`config.mk`:
```
export PLATFORM = sky130hd
export DESIGN_NAME = sysctl_regfile
export DESIGN_NICKNAME = d
export VERILOG_FILES = /design/src/rtl/sysctl_pkg.sv /design/src/rtl/sysctl_decode.sv /design/src/rtl/sysctl_store.sv /design/src/rtl/sysctl_mode.sv /design/src/rtl/sysctl_regfile.sv
export SDC_FILE = /design/constraint.sdc
export NUM_CORES = 1
export LEC_CHECK = 0
export BUFFER_PORTS_ARGS = -buffer_cell sky130_fd_sc_hd__buf_2
export CELL_PAD_IN_SITES_DETAIL_PLACEMENT = 1
export CELL_PAD_IN_SITES_GLOBAL_PLACEMENT = 1
export CORE_ASPECT_RATIO = 1.75
export CORE_UTILIZATION = 51
export CTS_CLUSTER_SIZE = 10
export DETAILED_ROUTE_END_ITERATION = 10
export PLACE_DENSITY = 0.79
export SYNTH_ARGS = -nofsm -noshare
export SYNTH_HDL_FRONTEND = slang
export SYNTH_SLANG_ARGS = --single-unit
```
`constraint.sdc`:
```
create_clock -name clk_i -period 2 [get_ports clk_i]
set_clock_uncertainty 0.2 [all_clocks]
set_input_delay 0.4 -clock clk_i [delete_from_list [all_inputs] [get_ports clk_i]]
set_output_delay 0.4 -clock clk_i [all_outputs]
set_load 0.05 [all_outputs]
```
`src/rtl/sysctl_pkg.sv`:
```
package sysctl_pkg;
  localparam int XLEN     = 32;
  localparam int NUM_W    = 5;
  localparam int SEL_W    = 3;
  localparam int HWI_W    = 6;
  localparam int HWI_LSB  = 10;
  localparam int IM_LSB   = 8;
  localparam int IM_W     = 8;
  localparam int NSLOT    = 18;
  localparam int SLOT_W   = $clog2(NSLOT + 1);

  localparam logic [NUM_W-1:0] RN_STATUS = 5'd12;
  localparam logic [NUM_W-1:0] RN_PRID   = 5'd15;
  localparam logic [NUM_W-1:0] RN_CFG    = 5'd16;
  localparam logic [NUM_W-1:0] RN_LLA    = 5'd17;
  localparam logic [NUM_W-1:0] RN_DEBUG  = 5'd23;
  localparam logic [NUM_W-1:0] RN_CACHE  = 5'd28;

  localparam logic [XLEN-1:0] STATUS_WMASK = 32'hFA78_FF01;
  localparam int ST_IE  = 0;
  localparam int ST_EXL = 1;
  localparam int ST_ERL = 2;
  localparam int ST_UM  = 4;
  localparam int DBG_DM = 30;

  typedef enum logic [SLOT_W-1:0] {
    SL_INDEX, SL_ELO0, SL_ELO1, SL_CTX, SL_PMASK, SL_WIRED,
    SL_COUNT, SL_EHI, SL_CMP, SL_STATUS, SL_CAUSE, SL_EPC,
    SL_CFG0, SL_LLA, SL_DEBUG, SL_TAGLO, SL_DATALO, SL_ERREPC,
    SL_NONE
  } slot_e;

  typedef enum logic [1:0] {RO_NONE, RO_PRID, RO_CFG1} ro_e;

  function automatic logic [XLEN-1:0] slot_wmask(slot_e s);
    case (s)
      SL_INDEX:  return 32'h0000_000F;
      SL_ELO0,
      SL_ELO1:   return 32'h3FFF_FFFF;
      SL_CTX:    return 32'h00FF_FFF0;
      SL_PMASK:  return 32'h01FF_E000;
      SL_WIRED:  return 32'h0000_000F;
      SL_EHI:    return 32'hFFFF_F0FF;
      SL_STATUS: return STATUS_WMASK;
      SL_CAUSE:  return 32'h00C0_0300;
      SL_CFG0:   return 32'h0000_0001;
      SL_DEBUG:  return 32'h1330_0120;
      SL_TAGLO:  return 32'hFFFF_FCF6;
      default:   return 32'hFFFF_FFFF;
    endcase
  endfunction

  function automatic logic [XLEN-1:0] slot_keep(slot_e s);
    case (s)
      SL_INDEX: return 32'h8000_0000;
      SL_CTX:   return 32'hFF00_0000;
      SL_CAUSE: return 32'hB000_F87C;
      SL_CFG0:  return 32'hFE17_FF80;
      SL_DEBUG: return 32'h8C03_FC1F;
      default:  return 32'h0000_0000;
    endcase
  endfunction
endpackage

```
`src/rtl/sysctl_decode.sv`:
```
module sysctl_decode
  import sysctl_pkg::*;
(
  input  logic [NUM_W-1:0] num_i,
  input  logic [SEL_W-1:0] sel_i,
  output logic             illegal_o,
  output slot_e            slot_o,
  output ro_e              ro_o
);
  logic sel_ok;
  assign sel_ok    = (sel_i == '0) || (num_i == RN_CFG) || (num_i == RN_CACHE);
  assign illegal_o = !sel_ok;

  always_comb begin
    slot_o = SL_NONE;
    ro_o   = RO_NONE;
    if (sel_ok) begin
      case (num_i)
        5'd0:     slot_o = SL_INDEX;
        5'd2:     slot_o = SL_ELO0;
        5'd3:     slot_o = SL_ELO1;
        5'd4:     slot_o = SL_CTX;
        5'd5:     slot_o = SL_PMASK;
        5'd6:     slot_o = SL_WIRED;
        5'd9:     slot_o = SL_COUNT;
        5'd10:    slot_o = SL_EHI;
        5'd11:    slot_o = SL_CMP;
        RN_STATUS: slot_o = SL_STATUS;
        5'd13:    slot_o = SL_CAUSE;
        5'd14:    slot_o = SL_EPC;
        RN_PRID:  ro_o   = RO_PRID;
        RN_CFG: begin
          if (sel_i == 3'd0)      slot_o = SL_CFG0;
          else if (sel_i == 3'd1) ro_o   = RO_CFG1;
        end
        RN_LLA:   slot_o = SL_LLA;
        RN_DEBUG: slot_o = SL_DEBUG;
        RN_CACHE: begin
          if (sel_i == 3'd0)      slot_o = SL_TAGLO;
          else if (sel_i == 3'd1) slot_o = SL_DATALO;
        end
        5'd30:    slot_o = SL_ERREPC;
        default:  slot_o = SL_NONE;
      endcase
    end
  end
endmodule

```
`src/rtl/sysctl_store.sv`:
```
module sysctl_store
  import sysctl_pkg::*;
(
  input  logic                       clk_i,
  input  logic                       rst_ni,
  input  logic                       wr_en_i,
  input  slot_e                      wslot_i,
  input  logic [XLEN-1:0]            wdata_i,
  input  logic [HWI_W-1:0]           hw_irq_i,
  output logic [NSLOT-1:0][XLEN-1:0] slot_q_o
);
  for (genvar s = 0; s < NSLOT; s++) begin : g_slot
    localparam logic [XLEN-1:0] KEEP  = slot_keep(slot_e'(s));
    localparam logic [XLEN-1:0] WMASK = slot_wmask(slot_e'(s));
    logic [XLEN-1:0] q, d;

    always_comb begin
      d = q;
      if (wr_en_i && (wslot_i == slot_e'(s))) d = (q & KEEP) | (wdata_i & WMASK);
    end

    if (s == int'(SL_CAUSE)) begin : g_hw
      // hardware pending lines override whatever the write left
      logic [XLEN-1:0] d_hw;
      always_comb begin
        d_hw = d;
        d_hw[HWI_LSB +: HWI_W] = hw_irq_i;
      end
      always_ff @(posedge clk_i or negedge rst_ni)
        if (!rst_ni) q <= '0;
        else         q <= d_hw;
    end else begin : g_plain
      always_ff @(posedge clk_i or negedge rst_ni)
        if (!rst_ni) q <= '0;
        else         q <= d;
    end

    assign slot_q_o[s] = q;
  end
endmodule

```
`src/rtl/sysctl_mode.sv`:
```
module sysctl_mode
  import sysctl_pkg::*;
(
  input  logic            clk_i,
  input  logic            rst_ni,
  input  logic            st_wr_i,
  input  logic [XLEN-1:0] st_new_i,
  input  logic [XLEN-1:0] st_old_i,
  input  logic [IM_W-1:0] cause_im_i,
  input  logic            new_um_i,
  input  logic            new_erl_i,
  input  logic            new_exl_i,
  input  logic            dbg_wr_i,
  input  logic            new_dm_i,
  output logic            um_o,
  output logic            erl_o,
  output logic            exl_o,
  output logic            dm_o,
  output logic            irq_o
);
  logic ie_rise, ie_fall, pend, raise;

  assign ie_rise = st_new_i[ST_IE] && !st_old_i[ST_IE];
  assign ie_fall = !st_new_i[ST_IE] && st_old_i[ST_IE];
  assign pend    = |(st_new_i[IM_LSB +: IM_W] & cause_im_i);
  // mode flags checked are the ones this same write installs
  assign raise   = st_wr_i && ie_rise && !new_exl_i && !new_erl_i && !dm_o && pend;

  always_ff @(posedge clk_i or negedge rst_ni) begin
    if (!rst_ni) begin
      um_o  <= 1'b0;
      erl_o <= 1'b1;
      exl_o <= 1'b0;
    end else if (st_wr_i) begin
      um_o  <= new_um_i;
      erl_o <= new_erl_i;
      exl_o <= new_exl_i;
    end
  end

  always_ff @(posedge clk_i or negedge rst_ni)
    if (!rst_ni)       dm_o <= 1'b0;
    else if (dbg_wr_i) dm_o <= new_dm_i;

  always_ff @(posedge clk_i or negedge rst_ni)
    if (!rst_ni)                  irq_o <= 1'b0;
    else if (raise)               irq_o <= 1'b1;
    else if (st_wr_i && ie_fall)  irq_o <= 1'b0;
endmodule

```
`src/rtl/sysctl_regfile.sv`:
```
module sysctl_regfile
  import sysctl_pkg::*;
#(
  parameter logic [31:0] PRID_VAL = 32'h0001_8A20,
  parameter logic [31:0] CFG1_VAL = 32'h1E19_0C8A
) (
  input  logic        clk_i,
  input  logic        rst_ni,
  input  logic        acc_i,
  input  logic        we_i,
  input  logic [4:0]  reg_num_i,
  input  logic [2:0]  sel_i,
  input  logic [31:0] wdata_i,
  input  logic [5:0]  hw_irq_i,
  output logic [31:0] rdata_o,
  output logic        illegal_o,
  output logic        irq_o
);
  logic                       dec_illegal;
  slot_e                      dec_slot;
  ro_e                        dec_ro;
  logic                       wr_ok;
  logic [NSLOT-1:0][XLEN-1:0] slot_q;
  logic [XLEN-1:0]            status_q, cause_q, st_new, rd_val;
  logic                       um_q, erl_q, exl_q, dm_q;
  logic                       st_wr, dbg_wr;

  sysctl_decode u_decode (
    .num_i    (reg_num_i),
    .sel_i    (sel_i),
    .illegal_o(dec_illegal),
    .slot_o   (dec_slot),
    .ro_o     (dec_ro)
  );

  assign wr_ok  = acc_i && we_i && !dec_illegal;
  assign st_wr  = wr_ok && (dec_slot == SL_STATUS);
  assign dbg_wr = wr_ok && (dec_slot == SL_DEBUG);

  sysctl_store u_store (
    .clk_i   (clk_i),
    .rst_ni  (rst_ni),
    .wr_en_i (wr_ok),
    .wslot_i (dec_slot),
    .wdata_i (wdata_i),
    .hw_irq_i(hw_irq_i),
    .slot_q_o(slot_q)
  );

  assign status_q = slot_q[SL_STATUS];
  assign cause_q  = slot_q[SL_CAUSE];
  assign st_new   = wdata_i & STATUS_WMASK;

  sysctl_mode u_mode (
    .clk_i     (clk_i),
    .rst_ni    (rst_ni),
    .st_wr_i   (st_wr),
    .st_new_i  (st_new),
    .st_old_i  (status_q),
    .cause_im_i(cause_q[IM_LSB +: IM_W]),
    .new_um_i  (wdata_i[ST_UM]),
    .new_erl_i (wdata_i[ST_ERL]),
    .new_exl_i (wdata_i[ST_EXL]),
    .dbg_wr_i  (dbg_wr),
    .new_dm_i  (wdata_i[DBG_DM]),
    .um_o      (um_q),
    .erl_o     (erl_q),
    .exl_o     (exl_q),
    .dm_o      (dm_q),
    .irq_o     (irq_o)
  );

  always_comb begin
    rd_val = '0;
    if (dec_slot != SL_NONE) rd_val = slot_q[dec_slot];
    case (dec_slot)
      SL_STATUS: begin
        rd_val[ST_UM]  = um_q;
        rd_val[ST_ERL] = erl_q;
        rd_val[ST_EXL] = exl_q;
      end
      SL_DEBUG: rd_val[DBG_DM] = dm_q;
      SL_LLA:   rd_val = slot_q[SL_LLA] >> 4;
      SL_NONE: begin
        if (dec_ro == RO_PRID)      rd_val = PRID_VAL;
        else if (dec_ro == RO_CFG1) rd_val = CFG1_VAL;
      end
      default: ;
    endcase
  end

  always_ff @(posedge clk_i or negedge rst_ni) begin
    if (!rst_ni) begin
      rdata_o   <= '0;
      illegal_o <= 1'b0;
    end else begin
      illegal_o <= acc_i && dec_illegal;
      if (acc_i && !we_i) rdata_o <= dec_illegal ? '0 : rd_val;
    end
  end
endmodule

```
==> results of run 1 <==
stage by stage:
stage / setup slack [ns] / TNS, ns / hold slack, ns
2_1_floorplan: -0.796 / -254.95 / -0.0956
3_3_place_gp: -1.27 / -419.16 / 0.0818
3_5_place_dp: -1.34 / -436.45 / 0.0830
4_1_cts: -0.456 / -135.14 / 0.0283
logic make-up after synthesis:
logic type / count (synthesis) / synth area share
flops: 423 / 0.531
mux: 396 / 0.223
compound gates: 383 / 0.128
simple gates: 332 / 0.0806
buf+inv: 152 / 0.0354
xor+xnor: 3 / 0.00132
metal layers:
| layer | global-route usage | overflow |
|---|---|---|
| met1 | 0.858 | 1 |
| met2 | 0.944 | 116 |
| met5 | 0.308 | 3 |
| met3 | 0.745 | 7 |
| met4 | 0.809 | 81 |
timing repair:
action | CTS
hold buffers | 9
pin swaps | 80
buffers inserted | 66
endpoints found under the hold margin | 430
cloned | 6
setup endpoints to repair | 416
gates resized for setup | 309
==> summary.txt, run 1 <==
Outcome
  – Status: stopped before the end
  – Exit stage: global routing (5_1_grt)
  – Log Error: [ERROR GRT-0232] Routing congestion too high. Check the congestion heatmap in the GUI.

CTS
  – Clock sink count: 423
  – H-Tree Depth: 2
  – Root Driver: clkbuf_16
  – TritonCTS Buffers: 48
  – Max clock buf depth: 3

GRT
  – Gr ovfl total: 208
  – Total track usage: 0.837
  – Pin count of the biggest net entering global routing: 70

Synth
  – Most frequent cell after synthesis: dfrtp_1
  – Synthesis warning total: 0
  – Synth top area cells: dfrtp_1 53%, mux2_2 20%, a21oi_1 2.9%
  – Post-Syn Area: 19900 um^2
  – Top cell type's share of synthesized area: 0.530
  – Post-synth top area cell: dfrtp_1
  – Synth Flop Type: dfrtp_1
  – Net count after synthesis: 1739
  – Seq cells post-synth: 423
  – Distinct cells, synth: 77
  – FFs w/ async S/R, synth: 1.00
  – Gate count after technology mapping: 1689
  – Synth cell count leaders: 422 x dfrtp_1, 362 x mux2_2, 138 x nand2_1
  – Register area share after synthesis: 0.531
  – Number of enable flip-flop cells after synthesis: 0
  – Post-Synthesis Mean Instance Area: 11.8 um^2

Floorplanning
  – Core Rows: 95
  – IO Pins: 84
  – Initial Util: 0.519
  – Die X: 151 um
  – Die Y: 263 um

Placed design
  – PortBufs: 83
  – Post-Place Cell Area: 23500 um^2
  – Routability cong.: 0.936
  – # placed instances: 2403
  – DP Wirelength: 55400 um

Timing
  – Worst_ep grt: rdata_o[21]$_DFFE_PN0P_/D
  – Worst endpoint type: register input
==> run 2: changes to the inputs <==
- CELL_PAD_IN_SITES_DETAIL_PLACEMENT: 1 -> unset
- CELL_PAD_IN_SITES_GLOBAL_PLACEMENT: 1 -> unset
- CORE_ASPECT_RATIO: 1.75 -> unset
- CORE_UTILIZATION: 51 -> 40
- CTS_CLUSTER_SIZE: 10 -> unset
- PLACE_DENSITY: 0.79 -> unset
- PLACE_DENSITY_LB_ADDON: unset -> 0.15
==> summary.txt, run 2 <==
Layout
  – Area growth syn-to-layout: 46.8%
  – Final std cell area, no fill: 29300 um^2
  – Reg with most FFs: u_store.g_slot.q
  – Finished Core Util: 0.596
  – Commonest non-fill, non-tap cell in the layout: dfrtp_1
  – Share of layout cells above drive strength 1: 0.535
  – Final Net Count: 2149
  – Most frequent cells in the layout: 422 x dfrtp_1, 257 x mux2_4, 235 x buf_4, 124 x mux2_2, 122 x nand2_1
  – Largest registers: u_store.g_slot.q x385, rdata_o x32
  – Max reg flops: 385

Route
  – DR pass1 iterations: 5
  – DRT iter0 DRCs: 1698
  – Total wire length: 81900 um
  – DR vias/cell: 6.03
  – Drt wl/cell: 29.3 um
  – Post-route antenna net violation count: 0
  – Vias: 16900
  – Drt drc: 0

Timing
  – Final setup viols: 417
  – Worst-margin pin slew: 0.530 ns
  – Final hold violation count: 0
  – Setup ws final: -0.405 ns
  – Fin crit period: 2.40 ns
  – Slew headroom: 0.643
  – Slew Viols, Final: 0
  – Unrepaired setup endpoints after global routing: true
  – Final period utilization: 1.20
  – Fmax achieved: 416 MHz
  – Final hold slack: 0.0352 ns

Floorplanning
  – Die X: 225 um (+49%)
  – IO Pins: 84 (unchanged)
  – Die Y: 225 um (-15%)
  – Initial Util: 0.406 (-0.113)
  – Die area: 50700 um^2
  – Core Rows: 81 (-15%)
  – Core footprint: 49100 um^2

Synth
  – Post-Synthesis Mean Instance Area: 11.8 um^2 (unchanged)
  – Number of enable flip-flop cells after synthesis: 0 (unchanged)
  – Synth Flop Type: dfrtp_1
  – Top cell type's share of synthesized area: 0.530 (unchanged)
  – Seq cells post-synth: 423 (unchanged)
  – Distinct cells, synth: 77 (unchanged)
  – Synthesis warning total: 0 (unchanged)
  – Post-synth top area cell: dfrtp_1
  – Net count after synthesis: 1739 (unchanged)
  – Synth top area cells: dfrtp_1 53%, mux2_2 20%, a21oi_1 2.9%
  – FFs w/ async S/R, synth: 1.00 (unchanged)
  – Most frequent cell after synthesis: dfrtp_1
  – Post-Syn Area: 19900 um^2 (unchanged)
  – Synth cell count leaders: 422 x dfrtp_1, 362 x mux2_2, 138 x nand2_1
  – Register area share after synthesis: 0.531 (unchanged)
  – Gate count after technology mapping: 1689 (unchanged)

CTS
  – Latest clock arrival within the worst-skew pair: 0.61 ns
  – Root Driver: clkbuf_16
  – TritonCTS clock tree: yes
  – Clock sink count: 423 (unchanged)
  – TritonCTS Buffers: 47 (-2.1%)
  – CTS clk-pin slew, worst paths: 0.06 ns
  – H-Tree Depth: 2 (unchanged)
  – Max clock buf depth: 3 (unchanged)

GRT
  – Total track usage: 0.307
  – Gr ovfl total: 0
  – Pin count of the biggest net entering global routing: 80
  – Initial antenna violation count: 1
  – Met1 usage: 0.419
  – Vias in the first global route: 16700
  – First-pass GRT wire length: 113000 um
  – GRT met2 Usage: 0.482
  – Grt peak-use layer: met2
  – Met3 Track Usage GR: 0.0614

Setup path
  – Worst EP required: 2.26 ns
  – Top delay family on crit path: simple AND/OR/NAND/NOR gates
  – Worst path bufs/invs: 4
  – Crit-path cells: buf_12, or4bb_1, o211ai_2, a221oi_4, nand2b_4, nor4_4, buf_6, buf_12, buf_12, mux2_4
  – Kind of end point of the critical path: register
  – Crit path arrival time: 2.67 ns
  – Most frequent CP cell: buf_12
  – CP max stage delay: 0.51 ns
  – Critical path type: input port to register
  – CP startpoint kind: input port
  – Worst-path fanout max: 7
  – Critical path's slowest cell: or4bb_1

Power and ir drop
  – Clock power frac: 0.439
  – Combinational Power Share: 0.125
  – Pwr dens: 706 nW/um^2
  – Leak: 13.8 nW
  – Sw frac: 0.257
  – Pint: 15.3 mW
  – Peak supply drop: 0.657 mV
  – Net switching power figure: 5.31 mW
  – Seq pwr share: 0.436

Placed design
  – Post-Place Cell Area: 23700 um^2 (+0.75%)
  – DP Wirelength: 50400 um (-9.0%)
  – PortBufs: 83 (unchanged)
  – Routability cong.: 0.911 (-2.7%)
  – Place WS: -1.24 ns (+0.0960 ns)

Outcome
  – Status: finished, violations left
  – Failing checks: negative setup slack

Run
  – Max_cap viols: 0

Min path
  – Worst min path class: input port to register
run 2: logic make-up (layout without fill, tap and decap cells):
kind of cell | Yosys count | in the layout | share of synthesized area
other cells | 0 | 1 | 0
buf+inv | 152 | 597 | 0.0354
mux | 396 | 396 | 0.223
xor+xnor | 3 | 3 | 0.00132
simple gates | 332 | 332 | 0.0806
flops | 423 | 423 | 0.531
compound gates | 383 | 383 | 0.128
run 2: cell type report:
cell class / instances / area [um^2]
Antenna cell: 1 / 2.50
Clock buffer: 68 / 1400
Timing Repair Buffer: 510 / 5520
Inverter: 3 / 15.0
Tap cell: 664 / 831
Fill cell: 3959 / 19800
Multi-Input combinational cell: 1114 / 10700
Clock inverter: 16 / 220
Sequential cell: 423 / 10600
run 2: metal layers:
| metal | vias up | part of all wire |
|---|---|---|
| met3 | 177 | 0.077 |
| met2 | 776 | 0.45 |
| met1 | 8860 | 0.42 |
| li1 | 7060 | - |
| met4 | 0 | 0.045 |
| met5 | - | 0 |
run 2: through the flow:
stage	cells	setup TNS (ns)	power [mW]
5_1_grt	2799	-121.27	21.2
3_3_place_gp	2579	-412.01	11.1
2_1_floorplan	1689	-254.95	10.1
3_5_place_dp	2579	-419.08	11.1
6_report	2799	-111.37	20.7
4_1_cts	2754	-87.90	20.5
run 2: power groups by stage:
stage	Combinational, mW	Clock [mW]	Sequential [mW]
final	2.59	9.06	9.01
after global placement	2.00	0	9.11
after floorplan	0.899	0	9.22
after global routing	2.73	9.46	9.03
after CTS	2.32	9.19	8.98
after detailed placement	2.01	0	9.13
run 2: path summary, 6_finish.rpt:
| kind | start | end | slack, ns | cells past startpoint |
|---|---|---|---|---|
| worst max-delay path | reg_num_i[0] | u_store.g_slot[11].q[25]$_DFFE_PN0P_ | -0.40 | 10 |
| worst min-delay path | wdata_i[17] | u_store.g_slot[1].q[17]$_DFFE_PN0P_ | 0.04 | 2 |
| worst max register to register | u_store.g_slot[1].q[1]$_DFFE_PN0P_ | rdata_o[1]$_DFFE_PN0P_ | 0.25 | 5 |
| worst min register to register | u_store.g_slot[11].q[3]$_DFFE_PN0P_ | u_store.g_slot[11].q[3]$_DFFE_PN0P_ | 0.29 | 1 |
| max in group asynchronous | rst_ni | u_store.g_slot[2].q[29]$_DFFE_PN0P_ | 0.69 | 3 |
| min in group asynchronous | rst_ni | u_store.g_slot[1].q[2]$_DFFE_PN0P_ | 0.12 | 2 |
run 2: timing repair:
| action | CTS | global route |
|---|---|---|
| pin swaps | 70 | 90 |
| hold endpoints to repair | 441 | 0 |
| hold buffers | 11 | 0 |
| resized for setup | 281 | 309 |
| cloned | 18 | 15 |
| endpoints found under the setup margin | 416 | 416 |
| setup buffers | 68 | 44 |
Power figures use the tool's default switching activity.
